## src/rtl/bnm_pkg.sv

```systemverilog
package bnm_pkg;
  typedef enum logic [1:0] {
    OP_MUL = 2'b00,
    OP_ADD = 2'b01,
    OP_SUB = 2'b10
  } op_e;

  typedef enum logic [1:0] {
    S_IDLE,
    S_READ,
    S_WRITE,
    S_TAIL
  } st_e;
endpackage

```

## src/rtl/bnm_step.sv

```systemverilog
// One word step: product plus incoming high word, then store/add/subtract.
module bnm_step
  import bnm_pkg::*;
#(
  parameter int W = 16
) (
  input  op_e          op,
  input  logic [W-1:0] a,
  input  logic [W-1:0] k,
  input  logic [W-1:0] dst,
  input  logic [W-1:0] cin,
  output logic [W-1:0] wout,
  output logic [W-1:0] cout
);
  localparam int PW = 2 * W;

  logic [PW-1:0] prod;
  logic [W-1:0]  lo, hi;
  logic [W:0]    sum, diff;

  always_comb begin
    prod = {{W{1'b0}}, a} * {{W{1'b0}}, k} + {{W{1'b0}}, cin};
    lo   = prod[W-1:0];
    hi   = prod[PW-1:W];
    sum  = {1'b0, dst} + {1'b0, lo};
    diff = {1'b0, dst} - {1'b0, lo};
    case (op)
      OP_ADD: begin
        wout = sum[W-1:0];
        cout = hi + {{(W-1){1'b0}}, sum[W]};
      end
      OP_SUB: begin
        wout = diff[W-1:0];
        cout = hi + {{(W-1){1'b0}}, diff[W]};
      end
      default: begin
        wout = lo;
        cout = hi;
      end
    endcase
  end
endmodule

```

## src/rtl/bnm_ctrl.sv

```systemverilog
// Phase sequencer: read phase, write phase per word, optional tail write.
module bnm_ctrl
  import bnm_pkg::*;
#(
  parameter int LEN_W = 17
) (
  input  logic             clk,
  input  logic             rst,
  input  logic             start,
  input  logic [1:0]       mode,
  input  logic [LEN_W-1:0] length,
  output st_e              st,
  output op_e              op_q,
  output logic [LEN_W-1:0] idx,
  output logic             last,
  output logic             accept,
  output logic             done
);
  logic [LEN_W-1:0] len_q;

  assign accept = (st == S_IDLE) && start;
  assign last   = (idx == len_q - {{(LEN_W-1){1'b0}}, 1'b1});

  always_ff @(posedge clk) begin
    if (rst) begin
      st    <= S_IDLE;
      op_q  <= OP_MUL;
      idx   <= '0;
      len_q <= '0;
      done  <= 1'b0;
    end else begin
      done <= 1'b0;
      case (st)
        S_IDLE: begin
          if (start) begin
            if (length == '0) begin
              done <= 1'b1;
            end else begin
              st    <= S_READ;
              idx   <= '0;
              len_q <= length;
              op_q  <= (mode == 2'b11) ? OP_MUL : op_e'(mode);
            end
          end
        end
        S_READ: st <= S_WRITE;
        S_WRITE: begin
          idx <= idx + 1'b1;
          if (!last) begin
            st <= S_READ;
          end else if (op_q == OP_MUL) begin
            st <= S_TAIL;
          end else begin
            st   <= S_IDLE;
            done <= 1'b1;
          end
        end
        default: begin
          st   <= S_IDLE;
          done <= 1'b1;
        end
      endcase
    end
  end
endmodule

```

## src/rtl/bignum_mac.sv

```systemverilog
module bignum_mac
  import bnm_pkg::*;
#(
  parameter int W     = 16,
  parameter int LEN_W = 17
) (
  input  logic             clk,
  input  logic             rst,
  input  logic             start,
  input  logic [1:0]       mode,
  input  logic [W-1:0]     scalar,
  input  logic [LEN_W-1:0] length,
  output logic             busy,
  output logic             done,
  output logic [W-1:0]     result,
  output logic             src_rd,
  output logic [LEN_W-1:0] src_addr,
  input  logic [W-1:0]     src_rdata,
  output logic             dst_rd,
  output logic [LEN_W-1:0] dst_raddr,
  input  logic [W-1:0]     dst_rdata,
  output logic             dst_we,
  output logic [LEN_W-1:0] dst_waddr,
  output logic [W-1:0]     dst_wdata
);
  st_e              st;
  op_e              op_q;
  logic [LEN_W-1:0] idx;
  logic             last, accept;
  logic [W-1:0]     k_q, carry_q, result_q;
  logic [W-1:0]     step_w, step_c;

  bnm_ctrl #(.LEN_W(LEN_W)) u_ctrl (
    .clk(clk), .rst(rst), .start(start), .mode(mode), .length(length),
    .st(st), .op_q(op_q), .idx(idx), .last(last), .accept(accept),
    .done(done)
  );

  bnm_step #(.W(W)) u_step (
    .op(op_q), .a(src_rdata), .k(k_q), .dst(dst_rdata), .cin(carry_q),
    .wout(step_w), .cout(step_c)
  );

  always_ff @(posedge clk) begin
    if (rst) begin
      k_q      <= '0;
      carry_q  <= '0;
      result_q <= '0;
    end else begin
      if (accept) begin
        k_q     <= scalar;
        carry_q <= '0;
        if (length == '0) result_q <= '0;
      end
      if (st == S_WRITE) begin
        carry_q <= step_c;
        if (last && op_q != OP_MUL) result_q <= step_c;
      end
      if (st == S_TAIL) result_q <= carry_q;
    end
  end

  assign busy      = (st != S_IDLE);
  assign result    = result_q;
  assign src_rd    = (st == S_READ);
  assign src_addr  = idx;
  assign dst_rd    = (st == S_READ) && (op_q != OP_MUL);
  assign dst_raddr = idx;
  assign dst_we    = (st == S_WRITE) || (st == S_TAIL);
  assign dst_waddr = idx;
  assign dst_wdata = (st == S_TAIL) ? carry_q : step_w;
endmodule

```

## config.mk

```make
export PLATFORM = sky130hd
export DESIGN_NAME = bignum_mac
export DESIGN_NICKNAME = d
export VERILOG_FILES = /design/src/rtl/bnm_pkg.sv /design/src/rtl/bnm_step.sv /design/src/rtl/bnm_ctrl.sv /design/src/rtl/bignum_mac.sv
export SDC_FILE = /design/constraint.sdc
export NUM_CORES = 1
export LEC_CHECK = 0
export CORE_UTILIZATION = 30
export DETAILED_ROUTE_END_ITERATION = 6
export HOLD_SLACK_MARGIN = 0.1
export MAX_ROUTING_LAYER = met4
export PLACE_DENSITY = 0.57
export SLEW_MARGIN = 30
export SYNTH_ARGS = -nofsm -noshare
export SYNTH_HDL_FRONTEND = slang
export SYNTH_SLANG_ARGS = --single-unit
```

## constraint.sdc

```tcl
create_clock -name clk -period 8.78 [get_ports clk]
set_input_delay 0.878 -clock clk [delete_from_list [all_inputs] [get_ports clk]]
set_output_delay 0.878 -clock clk [all_outputs]
set_load 0.01 [all_outputs]
```

==> metrics.md <==
| Metric | Value |
|---|---|
| CTS clk-pin slew, worst paths | `0.07 ns` |
| Levels on crit path | `31` |
| Synth Area in Adders | `between 30 and 40%` |
| Post-synthesis sequential area ratio | `11.2%` |
| Final setup violation count | `0` |
| Power density cells | `182 mW/mm^2` |
| GP Congestion | `0.878` |
| Worst min-delay path class | `reg2reg` |
| Largest net degree at the start of global routing | `between 60 and 70` |
| Initial antenna violation count | `0` |
| Syn nets | `2358` |
| Ant diodes | `0` |
| Worst Path Max Fanout | `8` |
| Ys async rst share | `0%` |
| Core box area | `about 0.051 sq mm` |
| Yosys cell types | `78` |
| Share of the synthesized area in the top cell type | `27.3%` |
| Top Family by Delay on Critical Path | `adder cells` |
| # rows | `83` |
| Slowest CP cell | `fa_1` |
| Final period util | `97.8%` |
| Post-synth top cells | `332 x inv_1, 282 x nand2_1, 212 x fa_1, 146 x ha_1, 104 x a21oi_1` |
| Worst hold path depth | `2` |
| Cells after synthesis | `just under 2000` |
| Initial Util | `30.3%` |
| Via Count | `13600` |
| Sw Ratio | `49.0%` |
| Power Total | `3380 uW` |
| Max IR drop VDD | `0.135 mV` |
| Die height | `approximately 230 um` |
| Post-synthesis simple-gate area fraction | `slightly below 20%` |
| Top achievable clock speed | `117 MHz` |
| CTS hold repair buffers | `0` |
| Fin Hold WS | `0.471 ns` |
| Routed length per instance | `approximately 17 um` |
| Total GRT Usage | `18.5%` |
| DRT iter0 DRCs | `751` |
| Max_cap viols | `0` |
| Final hold violation count | `0` |
| Antenna Violating Nets Remaining | `0` |
| Total gr overflow | `0` |
| Final core occ | `a little over a third` |
| Mux contribution to synthesized area | `1.44%` |
| Ports | `between 150 and 200` |
| Placed instance area | `roughly 0.018 sq mm` |
| Largest family of logic cells by synthesized area | `adder cells` |
| Layout Cells excl Fill | `2763` |
| Layout cells sized above 1 | `between 7 and 8%` |
| Power Internal | `1730 uW` |
| CTS tree | `done` |
| CP max stage delay | `roughly 0.54 ns` |
| CP bufs+invs | `9` |
| Rel. slew slack | `44.3%` |
| Status | `finished, final reports clean` |
| Bufs on Longest Clock Path | `2` |
| Port-buffer cells | `157` |
| Clock root buffer | `clkbuf_16` |
| Post-DP HPWL | `between 30 and 40 mm` |
| Comb pwr share | `74.4%` |
| Wirelength, routed | `between 40 and 50 mm` |
| Placed Cells | `between 2000 and 3000` |
| Clock power frac | `12.3%` |
| Die X | `around 230 um` |
| Worst path required time | `7.90 ns` |
| Vias in the first global route | `14300` |
| Area grow syn2layout | `19.5%` |
| Setup CP Type | `in2out` |
| Num CTS Buffers | `9` |
| Worst EP arrival | `7.70 ns` |
| Tmin final | `8.58 ns` |
| Post-Synth XOR/XNOR Area | `4.17%` |
| Clock skew | `0.0149 ns` |
| Dominant cells by area after synthesis | `fa_1 27%, ha_1 12%, dfxtp_1 11%` |
| Pins Over Slew Limit | `0` |
| Clk_lat worst skew | `~0.38 ns` |
| Clk sinks | `87` |
| Synth Area per Inst | `8.05 sq um` |
| RSZ-0062 raised after global routing | `yes` |
| Top-count cell post-synth | `inv_1` |
| P_sw | `1660 uW` |
| Synth Area in Compound Gates | `approximately 13%` |
| Worst-Margin Slew | `between 0.8 and 0.9 ns` |
| TritonRoute pass-1 iters | `5` |
| Ys flop type | `dfxtp_1` |
| Global-route wire length before repair | `75.7 mm` |
| # fillers | `5317` |
| Seq cells post-synth | `87` |
| # H-tree levels | `3` |
| Fin nets | `2506` |
| Crit path capture type | `output pin` |
| Top cell type by total area after synthesis | `fa_1` |
| Vias per inst | `~4.9` |
| Final instance area | `0.0186 sq mm` |
| Mapped Area | `about 0.016 sq mm` |
| Critical Path Start Type | `primary input` |
| Leakage | `roughly 0.0084 uW` |
| Area of the die | `~0.053 sq mm` |
| R2R cell count | `28` |
| Seq pwr share | `approximately an eighth` |
| DRC | `0` |
| Synthesis warning total | `0` |
| Number of synthesized flops with an enable pin | `0` |
## state kept, by name (all words and copies together) (netlist names)
| name | flops |
|---|---|
| u_ctrl.idx | 17 |
| u_ctrl.len_q | 17 |
| carry_q | 16 |
| k_q | 16 |
| result | 16 |
| u_ctrl.op_q | 2 |
| u_ctrl.st | 2 |
| u_ctrl.done | 1 |
## placed cells by master, fill, tap and decap left out, drive strengths merged, types with 58 or more instances in the layout
cell             n
ha             146
o21ai           58
fa             212
dfxtp           87
clkdlybuf4s50  149
a21oi          104
buf            101
inv            334
and2           103
nor2            88
nand2          282
## stage by stage
stage	TNS [ns]	worst slack (ns)
global placement	-0.00482	-0.00482
global route	-0.242	-0.242
finish	0	0.197
CTS	0	0.0135
floorplan	0	0.780
detailed placement	-0.188	-0.0562
## worst min-delay path, cell delays in order (launching register included)
cell and delay, ns:
dfxtp_1 0.33, nand2_1 0.05, o21ai_0 0.06
## layer usage
metal	wire [um]	vias to the layer above	track usage (%)
met5	0	-	-
met4	921	0	4.46
met3	1830	47	2.19
met2	23200	270	31.7
met1	20300	6804	23.1
li1	-	6465	-
## power groups by stage
| stage | logic [uW] | registers (uW) | clock network, uW |
|---|---|---|---|
| after floorplan | 1560 | 432 | 0 |
| after global placement | 2400 | 456 | 0 |
| after detailed placement | 2430 | 457 | 0 |
| after CTS | 2440 | 448 | 429 |
| after global routing | 2800 | 452 | 442 |
| final | 2520 | 448 | 417 |
## what timing repair did
| item | in CTS | in global routing |
|---|---|---|
| setup endpoints to repair | 2 | 30 |
| pin swaps | 1 | 5 |
| gates resized for setup | 4 | 35 |
| buffers inserted | 0 | 2 |
## cell families after synthesis
logic type	count (synthesis)
xor gates and xnor gates	74
and+or+nand+nor	632
muxes	22
DFF	87
AOI/OAI and AO/OA	305
buffers and inverters	452
adders and majority gates	358
## final timing paths
path / startpoint / to / slack [ns]
max: src_rdata[5] / dst_wdata[11] / 0.20
min: carry_q[9] / carry_q[9] / 0.47
max reg2reg: k_q[3] / result[15] / 0.80
min reg2reg: carry_q[9] / carry_q[9] / 0.47
## final cells by class
cell class,instances,area [sq um],share of cell area (%)
sequential,87,1740,9.39
clock inverter,7,86.3,0.465
multi-input combinational,1391,12100,65.2
inverter,332,1250,6.72
clock buffer,9,225,1.21
timing repair buffer,257,2320,12.5
tap,680,851,4.58
Note: power is estimated with default switching activity, not from simulation.
